<file path="config.mk">
export PLATFORM = sky130hd
export DESIGN_NAME = dma_wr_target
export DESIGN_NICKNAME = d
export VERILOG_FILES = /design/src/rtl/dma_wr_pkg.sv /design/src/rtl/dma_wr_regs.sv /design/src/rtl/dma_wr_strobe.sv /design/src/rtl/dma_wr_seq.sv /design/src/rtl/dma_wr_target.sv
export SDC_FILE = /design/constraint.sdc
export NUM_CORES = 1
export LEC_CHECK = 0
export ABC_AREA = 1
export BUFFER_PORTS_ARGS = -buffer_cell sky130_fd_sc_hd__buf_2
export CAP_MARGIN = 20
export CORE_MARGIN = 2
export CORE_UTILIZATION = 58
export CTS_CLUSTER_DIAMETER = 150
export CTS_CLUSTER_SIZE = 16
export DETAILED_ROUTE_END_ITERATION = 10
export PLACE_DENSITY = 0.85
export SLEW_MARGIN = 20
export SYNTH_ARGS = -nofsm -noshare
export SYNTH_HDL_FRONTEND = slang
export SYNTH_SLANG_ARGS = --single-unit
</file>
<file path="constraint.sdc">
create_clock -name clk_i -period 2.1 [get_ports clk_i]
set_input_delay 0.315 -clock clk_i [delete_from_list [all_inputs] [get_ports clk_i]]
set_output_delay 0.315 -clock clk_i [all_outputs]
set_load 0.01 [all_outputs]
</file>
<file path="src/rtl/dma_wr_pkg.sv">
package dma_wr_pkg;
  typedef enum logic [1:0] {
    TGT_OFF_A = 2'b00,
    TGT_MEM   = 2'b01,
    TGT_OFF_B = 2'b10,
    TGT_ENTRY = 2'b11
  } tgt_mode_e;

  localparam logic [1:0] TIM_DUAL = 2'b10;

  localparam logic [2:0] OFS_CTRL   = 3'd0;
  localparam logic [2:0] OFS_DST_LO = 3'd1;
  localparam logic [2:0] OFS_DST_HI = 3'd2;
  localparam logic [2:0] OFS_LEN_LO = 3'd3;
  localparam logic [2:0] OFS_LEN_HI = 3'd4;
  localparam logic [2:0] OFS_STAT   = 3'd7;
endpackage

</file>
<file path="src/rtl/dma_wr_regs.sv">
module dma_wr_regs
  import dma_wr_pkg::*;
#(
  parameter int ADDR_W = 24,
  parameter int CNT_W  = 20
) (
  input  logic              clk_i,
  input  logic              rst_ni,
  input  logic              reg_we_i,
  input  logic [2:0]        reg_addr_i,
  input  logic [15:0]       reg_wdata_i,
  input  logic              busy_i,
  input  logic              done_i,
  output logic [ADDR_W-1:0] start_o,
  output logic [CNT_W-1:0]  count_o,
  output tgt_mode_e         tgt_o,
  output logic              dual_o,
  output logic              go_o,
  output logic [15:0]       rdata_o
);
  localparam int AH = ADDR_W - 16;
  localparam int CH = CNT_W - 16;

  logic [ADDR_W-1:0] start_q;
  logic [CNT_W-1:0]  count_q;
  tgt_mode_e         tgt_q;
  logic [1:0]        tim_q;
  logic              ctrl_wr;
  logic [31:0]       start_ext, count_ext;

  assign ctrl_wr = reg_we_i && (reg_addr_i == OFS_CTRL) && !busy_i;

  always_ff @(posedge clk_i or negedge rst_ni) begin
    if (!rst_ni) begin
      start_q <= '0;
      count_q <= '0;
      tgt_q   <= TGT_OFF_A;
      tim_q   <= '0;
    end else if (reg_we_i) begin
      unique case (reg_addr_i)
        OFS_DST_LO: start_q[15:0]        <= reg_wdata_i;
        OFS_DST_HI: start_q[ADDR_W-1:16] <= reg_wdata_i[AH-1:0];
        OFS_LEN_LO: count_q[15:0]        <= reg_wdata_i;
        OFS_LEN_HI: count_q[CNT_W-1:16]  <= reg_wdata_i[CH-1:0];
        OFS_CTRL: if (ctrl_wr) begin
          tgt_q <= tgt_mode_e'(reg_wdata_i[1:0]);
          tim_q <= reg_wdata_i[5:4];
        end
        default: ;
      endcase
    end
  end

  // enabled modes (01, 11) share bit 0
  assign go_o    = ctrl_wr && reg_wdata_i[0];
  assign start_o = start_q;
  assign count_o = count_q;
  assign tgt_o   = tgt_q;
  assign dual_o  = (tim_q == TIM_DUAL);

  assign start_ext = 32'(start_q);
  assign count_ext = 32'(count_q);

  always_comb begin
    unique case (reg_addr_i)
      OFS_CTRL:   rdata_o = {10'd0, tim_q, 2'd0, tgt_q};
      OFS_DST_LO: rdata_o = start_ext[15:0];
      OFS_DST_HI: rdata_o = start_ext[31:16];
      OFS_LEN_LO: rdata_o = count_ext[15:0];
      OFS_LEN_HI: rdata_o = count_ext[31:16];
      OFS_STAT:   rdata_o = {14'd0, busy_i, done_i};
      default:    rdata_o = '0;
    endcase
  end
endmodule

</file>
<file path="src/rtl/dma_wr_strobe.sv">
module dma_wr_strobe #(
  parameter int DW     = 16,
  parameter int STAGES = 2
) (
  input  logic          clk_i,
  input  logic          rst_ni,
  input  logic          wr_ni,
  input  logic          dack_ni,
  input  logic [DW-1:0] data_i,
  input  logic          dual_i,
  output logic          word_vld_o,
  output logic [DW-1:0] word_o
);
  logic [STAGES-1:0] wr_st, dk_st;
  logic [DW-1:0]     dat_st [STAGES];

  always_ff @(posedge clk_i or negedge rst_ni) begin
    if (!rst_ni) begin
      wr_st <= '1;
      dk_st <= '1;
      for (int i = 0; i < STAGES; i++) dat_st[i] <= '0;
    end else begin
      wr_st <= {wr_st[STAGES-2:0], wr_ni};
      dk_st <= {dk_st[STAGES-2:0], dack_ni};
      dat_st[0] <= data_i;
      for (int i = 1; i < STAGES; i++) dat_st[i] <= dat_st[i-1];
    end
  end

  logic wr_rise, dk_rise;
  assign wr_rise = wr_st[STAGES-2] && !wr_st[STAGES-1];
  assign dk_rise = dk_st[STAGES-2] && !dk_st[STAGES-1];

  // single: wr rises inside ack; dual: end of ack is the write
  assign word_vld_o = dual_i ? dk_rise : (wr_rise && !dk_st[STAGES-2]);
  // oldest sample: value held while the strobe was low
  assign word_o     = dat_st[STAGES-1];
endmodule

</file>
<file path="src/rtl/dma_wr_seq.sv">
module dma_wr_seq
  import dma_wr_pkg::*;
#(
  parameter int DW     = 16,
  parameter int ADDR_W = 24,
  parameter int CNT_W  = 20
) (
  input  logic              clk_i,
  input  logic              rst_ni,
  input  logic              go_i,
  input  logic [ADDR_W-1:0] start_i,
  input  logic [CNT_W-1:0]  count_i,
  input  tgt_mode_e         tgt_i,
  input  logic              word_vld_i,
  input  logic [DW-1:0]     word_i,
  output logic              busy_o,
  output logic              done_o,
  output logic              mem_we_o,
  output logic [ADDR_W-1:0] mem_addr_o,
  output logic [DW-1:0]     mem_wdata_o,
  output logic              ide_we_o,
  output logic [DW-1:0]     ide_data_o
);
  logic              busy_q, done_q;
  logic [ADDR_W-1:0] addr_q;
  logic [CNT_W-1:0]  left_q;
  logic              take;

  assign take = busy_q && word_vld_i;

  always_ff @(posedge clk_i or negedge rst_ni) begin
    if (!rst_ni) begin
      busy_q      <= 1'b0;
      done_q      <= 1'b0;
      addr_q      <= '0;
      left_q      <= '0;
      mem_we_o    <= 1'b0;
      mem_addr_o  <= '0;
      mem_wdata_o <= '0;
      ide_we_o    <= 1'b0;
      ide_data_o  <= '0;
    end else begin
      mem_we_o <= 1'b0;
      ide_we_o <= 1'b0;
      if (go_i) begin
        addr_q <= start_i;
        left_q <= count_i;
        busy_q <= (count_i != '0);
        done_q <= (count_i == '0);
      end else if (take) begin
        if (tgt_i == TGT_MEM) begin
          mem_we_o    <= 1'b1;
          mem_addr_o  <= addr_q;
          mem_wdata_o <= word_i;
          addr_q      <= addr_q + ADDR_W'(1);
        end else begin
          ide_we_o   <= 1'b1;
          ide_data_o <= word_i;
        end
        left_q <= left_q - CNT_W'(1);
        if (left_q == CNT_W'(1)) begin
          busy_q <= 1'b0;
          done_q <= 1'b1;
        end
      end
    end
  end

  assign busy_o = busy_q;
  assign done_o = done_q;
endmodule

</file>
<file path="src/rtl/dma_wr_target.sv">
module dma_wr_target
  import dma_wr_pkg::*;
#(
  parameter int DW     = 16,
  parameter int ADDR_W = 24,
  parameter int CNT_W  = 20,
  parameter int STAGES = 2
) (
  input  logic              clk_i,
  input  logic              rst_ni,
  input  logic              reg_we_i,
  input  logic [2:0]        reg_addr_i,
  input  logic [15:0]       reg_wdata_i,
  output logic [15:0]       reg_rdata_o,
  output logic              dreq_no,
  input  logic              dack_ni,
  input  logic              cs_ni,
  input  logic              wr_ni,
  input  logic [DW-1:0]     data_i,
  output logic              mem_we_o,
  output logic [ADDR_W-1:0] mem_addr_o,
  output logic [DW-1:0]     mem_wdata_o,
  output logic              ide_we_o,
  output logic [DW-1:0]     ide_data_o
);
  logic [ADDR_W-1:0] start;
  logic [CNT_W-1:0]  count;
  tgt_mode_e         tgt;
  logic              dual, go, busy, fin, word_vld;
  logic [DW-1:0]     word;
  logic              cs_unused;

  // addresses and chip select play no part in DMA writes
  assign cs_unused = cs_ni;

  dma_wr_regs #(.ADDR_W(ADDR_W), .CNT_W(CNT_W)) u_regs (
    .clk_i, .rst_ni, .reg_we_i, .reg_addr_i, .reg_wdata_i,
    .busy_i(busy), .done_i(fin), .start_o(start), .count_o(count),
    .tgt_o(tgt), .dual_o(dual), .go_o(go), .rdata_o(reg_rdata_o)
  );

  dma_wr_strobe #(.DW(DW), .STAGES(STAGES)) u_strobe (
    .clk_i, .rst_ni, .wr_ni, .dack_ni, .data_i, .dual_i(dual),
    .word_vld_o(word_vld), .word_o(word)
  );

  dma_wr_seq #(.DW(DW), .ADDR_W(ADDR_W), .CNT_W(CNT_W)) u_seq (
    .clk_i, .rst_ni, .go_i(go), .start_i(start), .count_i(count), .tgt_i(tgt),
    .word_vld_i(word_vld), .word_i(word), .busy_o(busy), .done_o(fin),
    .mem_we_o, .mem_addr_o, .mem_wdata_o, .ide_we_o, .ide_data_o
  );

  assign dreq_no = !busy;
endmodule

</file>
* After elaboration in Yosys (flattened, before gate mapping)
Cells that the tools add are included.
Widths: inputs -> output; s select.
** Operators by class
- $lt $le $gt $ge :: 0
- $add $sub $neg :: 2
- Muxes and demuxes :: 19
- Reduce and logical (&&, ||, !) cells :: 26
- Div/mod/pow operators :: 0
- Equal/unequal tests :: 8
- Shift-type cells :: 0
- Multipliers :: 0
- Bitwise operators :: 2
** Operators with widths (count)
- $pmux 16 s6 :: 1
- $mux 24 :: 3
- $mux 20 :: 2
- $add 24x1->24 const B :: 1
- $eq 20x1->1 const B :: 1
- $logic_not 20->1 :: 1
- $reduce_bool 20->1 :: 1
- $sub 20x1->20 const B :: 1
- $mux 1 :: 13
- $reduce_and 2->1 :: 6
- $reduce_and 3->1 :: 3
- $logic_and 1x1->1 :: 7
- $eq 3x2->1 const B :: 2
- $eq 3x3->1 const B :: 2
- $reduce_bool 2->1 :: 3
- $logic_not 1->1 :: 4
- $eq 3x1->1 const B :: 1
- $logic_not 3->1 :: 1
- $eq 2x1->1 const B :: 1
- $eq 2x2->1 const B :: 1
- $not 1->1 :: 2
** Storage, ports and cells
- Memories kept :: 0
- Input bits :: 41
- RAM bits :: 0
- Bits in latches :: 0
- Flip-flop bits (word level) :: 188
- ROM bits :: 0
- Word-level logic and storage cells :: 76
- Output and inout bits :: 75

* Longest topological paths before layout
- Depth after elaboration :: 7
- Mapped depth :: 11

* Modules after synthesis
Synthesis repeated with hierarchy kept, for this count alone.
** Unflattened totals
- Cell total of the unflattened synthesis :: 1025
- Area total of the unflattened synthesis :: 8678.3 um^2
** By module, submodules not included
- dma_wr_seq :: instances 1, cells each 689, area an instance 5311.3 um^2, sequential area each 2602.5 um^2
- dma_wr_regs :: instances 1, cells each 277, area an instance 2308.5 um^2, sequential area each 1201.2 um^2
- dma_wr_strobe :: instances 1, cells each 58, area an instance 1054.8 um^2, sequential area each 905.9 um^2
- dma_wr_target :: instances 1, cells each 1, area an instance 3.8 um^2, sequential area each 0.0 um^2

* Worst setup path before layout
Ideal clock, no wire load.
- Kind :: reg-to-reg
- Start :: reg u_seq.left_q[0]
- End :: reg u_seq.left_q[16]
- Slack :: 0.540 ns
- Period minus slack after synthesis :: 1.560 ns
- Library setup time :: 0.116 ns
- Cell stages (with the launch flop) :: 12
- Data required time :: 1.984 ns
- Arrival :: 1.444 ns
- Path through :: dfrtp_1 -> inv_1 -> ha_1 -> nand3_1 -> nor2_1 -> nand2_1 -> inv_1 -> nand2_1 -> inv_1 -> nand2_1 -> nand3_1 -> nand2_1
** On the way
- Cells in the longest elaborated chain, start to end :: 3
** RTL lines
- start, declared :: line dma_wr_seq.sv:26 : logic [CNT_W-1:0] left_q;
- start signal, assigned :: line dma_wr_seq.sv:47 : left_q <= count_i;
- start signal, assigned :: line dma_wr_seq.sv:60 : left_q <= left_q - CNT_W'(1);
- $sub 20x1->20 :: line dma_wr_seq.sv:60
- $mux 20 :: line dma_wr_seq.sv:50 : end else if (take) begin
- $mux 20 :: line dma_wr_seq.sv:45 : if (go_i) begin
No other way between the ends. The select of a mux whose other input is x is not followed.
A chain may end at the register's enable or synchronous reset.

* Worst setup path after layout
- Start :: in reg_addr_i[1]
- End :: out reg_rdata_o[0]
** On the way
- Cells in the longest elaborated chain, start to end :: 2
- Elaborated cells between the ends (all ways) :: 7
- Those cells by class :: eq/ne (5); mux (1); reduce/logical (1)
** RTL lines
- start, declared :: line dma_wr_target.sv:12 : input logic [2:0] reg_addr_i,
- $eq 3x3->1, or another cell as far along :: line dma_wr_regs.sv:65 : unique case (reg_addr_i)
- $pmux 16 s6 (*) :: line dma_wr_regs.sv:65
- end, declared :: line dma_wr_target.sv:14 : output logic [15:0] reg_rdata_o,
Every way passes the cells marked *; elsewhere a longest branch is shown, timed or not.

==> results_dict.tcl <==
set metrics [dict create \
    status "finished clean" \
    routedWlPerCell_um 17.0 \
    worst_slew_pin_slew_ps 586 \
    synth_ff_type "dfrtp_1" \
    p_int_mw 6.65 \
    grt_max_degree 82 \
    rr_worst_depth 8 \
    rr_endpoint "u_seq.left_q[2]" \
    cp-startpoint "reg_addr_i[1]" \
    sw_frac_of_total_pct 34.0 \
    clkTransAtPathRegs_ps 80 \
    core_area_sq_um 14500 \
    avgSynthCellArea_sq_um 8.07 \
    std_cell_rows 44 \
    rsz0062_at_grt "no" \
    async_flop_share_pct 100 \
    path_max_fanout 12 \
    drt_iter0_markers 872 \
    yosys-top-cells-area "dfrtp_1 53%, nand2_1 18%, o21ai_0 5.7%, inv_1 4.1%, nand3_1 3.9%" \
    leakage_nw 5.47 \
    timing.final.crit_period_ps 1950 \
    cts_tree "yes" \
    hp-class "in2reg" \
    fin_nets 1247 \
    numPortBuffers 114 \
    tns_ps 0 \
    clockPowerShare_pct 33.7 \
    clk_latency_ps 440 \
    comb_power_share_pct 19.6 \
    cts_root_buffer "clkbuf_16" \
    power.switching_mw 3.42 \
    fillers 1054 \
    ys_warn_count 0 \
    grt.overflow.total 0 \
    whs_ps 153 \
    layout_setup_ws_ps 149 \
    vias 7966 \
    postLayoutCellArea_sq_um 10300 \
    diodes 0 \
    place_congestion 0.976 \
    yosysTopAreaCellShare_pct 53.4 \
    numCtsBuffers 17 \
    ctsLongestPathBuffers 2 \
    synth_cell_type_count 36 \
    cts.sinks 188 \
    ff2ff_setup_slack_ps 180 \
    die_area_sq_um 15900 \
    drc 0 \
    ys_seq_elements 188 \
    p_seq_share_pct 46.7 \
    required_ps 1780 \
    finalSetupViolations 0 \
    ios 116 \
    arrival_ps 1640 \
    drtAntennaViolNets 0 \
    seq_area_sq_um 4710 \
    dp_slack_ps 161 \
    synth_nets 1112 \
    synth_edf_count 0 \
    track_usage_pct 30.8 \
    firstDrtPassIters 6 \
    cap_violations 0 \
    initial_core_util_pct 59.3 \
    yosysTopAreaCell "dfrtp_1" \
    viasPerCell 5.69 \
    antenna_found_initial 0 \
    area_delta_synth_final_pct 19.1 \
    die_h_um 126 \
    r2r_start "u_strobe.dk_st[0]" \
    crit_end "reg_rdata_o[0]" \
    h-tree-depth 4 \
    period_share_pct 92.9 \
    die_x_um 126 \
    crit_type "in2out" \
    end_kind "primary output" \
    maxSlewViolCount 0 \
    peakVddDrop_mv 0.697 \
    place_area_sq_um 9410 \
    netlist_area_sq_um 8620 \
    drive_above_1_share_pct 15.8 \
    routed_wl_mm 23.8 \
    power_mw 10.1 \
    grt_pass1_vias 7516 \
    hold_viol_final 0 \
    relSlewSlack_pct 60.8 \
    fin_skew_ps 10.3 \
    powerDensity_nw_per_um2 981 \
    multiInputGateArea_sq_um 3330 \
    syn_inst 1068 \
    ys_seq_area_share_pct 54.6 \
    worstSetupStartpointType "primary input" \
    grt_pass1_wl_mm 38.4 \
    dpl.hpwl_mm 15.3 \
    fmax_mhz 513 \
]
## area by class of cell
cell class | count | share of cell area [%]
repair buffers | 152 | 9.49
clock buffers | 17 | 4.14
clock inverters | 15 | 2.11
multi-input cells | 742 | 32.4
inverters | 102 | 3.73
well taps | 184 | 2.24
flip-flops and latches | 188 | 45.9
## worst max-delay path, cell delays in order
cell and delay (ps):
buf_2 150, inv_2 100, nand3_2 140, inv_1 360
nand2_1 140, o21ai_0 110, inv_1 70, nand4_1 110
buf_2 140
## layer usage
metal  global-route usage (%)  share of wire [%]  vias up
li1                         -                  -     3662
met1                     41.3                 40     3773
met2                     49.2                 48      447
met3                     7.35                8.7       84
met4                     12.2                3.8        0
met5                        0                  0        -
## synthesized netlist by cell type (4+ instances only)
library cell	instances
a21oi_1	10
buf_2	12
buf_4	7
buf_6	4
clkbuf_1	13
dfrtp_1	184
dfstp_2	4
inv_1	95
inv_2	7
nand2_1	409
nand3_1	68
nand4_1	14
nor2_1	76
o211ai_1	11
o21ai_0	99
o21ai_1	10
o22ai_1	4
xor2_1	7
## per-stage QoR
stage	utilization [%]	cells
after detailed placement	64.7	1348
after CTS	70.5	1399
after global routing	70.6	1400
final	70.6	1400
after global placement	64.7	1348
after floorplan	-	1068
## cell usage in the layout, fill, tap and decap left out, types with 3 or more instances in the layout
| cell | synthesis | routed |
|---|---|---|
| nand3_1 | 68 | 68 |
| inv_1 | 95 | 94 |
| a21oi_1 | 10 | 10 |
| nor2_4 | 3 | 4 |
| o2111ai_1 | 3 | 3 |
| dfrtp_1 | 184 | 184 |
| buf_4 | 7 | 14 |
| o211ai_1 | 11 | 11 |
| o21ai_0 | 99 | 99 |
| clkbuf_16 | 0 | 17 |
| buf_12 | 0 | 5 |
| dlygate4sd3_1 | 0 | 19 |
| nand3_2 | 3 | 3 |
| xnor2_1 | 3 | 3 |
| nor2_1 | 76 | 76 |
| nand2_1 | 409 | 409 |
| ha_1 | 3 | 3 |
| buf_2 | 12 | 113 |
| o21ai_1 | 10 | 10 |
| clkinv_8 | 0 | 7 |
| inv_6 | 0 | 3 |
| inv_2 | 7 | 8 |
| o22ai_1 | 4 | 4 |
| nand4_1 | 14 | 14 |
| xor2_1 | 7 | 7 |
| dfstp_2 | 4 | 4 |
| a22oi_1 | 3 | 3 |
## worst min-delay path by stage
stage	end	slack [ps]	startpoint	cells after the start
3_3_place_gp	u_regs.count_o[12]	180	rst_ni	1
5_1_grt	u_regs.count_o[8]	160	reg_wdata_i[8]	3
3_5_place_dp	u_regs.count_o[12]	180	rst_ni	1
6_report	u_regs.count_o[13]	150	reg_wdata_i[13]	3
4_1_cts	u_regs.count_o[13]	140	reg_wdata_i[13]	3
2_1_floorplan	u_regs.count_o[0]	20	rst_ni	0
## flip-flops by register name, summed over array words and instances, names as in the netlist
name	cells
u_seq.ide_we_o	1
u_seq.mem_we_o	1
u_seq.done_o	1
u_strobe.wr_st	2
u_seq.ide_data_o	16
u_regs.tgt_o	2
u_strobe.dat_st	16
u_seq.mem_wdata_o	16
u_strobe.dk_st	2
u_regs.count_o	20
u_seq.busy_o	1
u_regs.tim_q	2
u_seq.mem_addr_o	24
u_strobe.word_o	16
u_seq.addr_q	24
u_regs.start_o	24
u_seq.left_q	20
## cells by family (layout without fill, tap and decap cells)
kind of cell	count (synthesis)	in the layout	synth area share, %
AND/OR/NAND/NOR	587	587	28.2
flip-flops	188	188	54.6
AO/OA/AOI/OAI	142	142	8.91
buffers and inverters	138	286	6.84
XOR/XNOR	10	10	1.02
adder cells (fa/ha/maj)	3	3	0.435
## power by group through the flow
stage               registers (mW)  logic (mW)  clock network [mW]
finish                        4.70        1.98                3.39
floorplan                     4.66        1.19                   0
CTS                           4.67        1.95                3.39
global route                  4.76        2.23                3.55
detailed placement            4.72        1.88                   0
global placement              4.70        1.82                   0
## what timing repair did
| action | 4_1_cts | 5_1_grt |
|---|---|---|
| hold buffers | 19 | 0 |
| setup buffers | 0 | 1 |
| endpoints found under the hold margin | 31 | 0 |
| gates resized for setup | 0 | 2 |
| setup endpoints to repair | 0 | 8 |
Power figures use the tool's default switching activity.
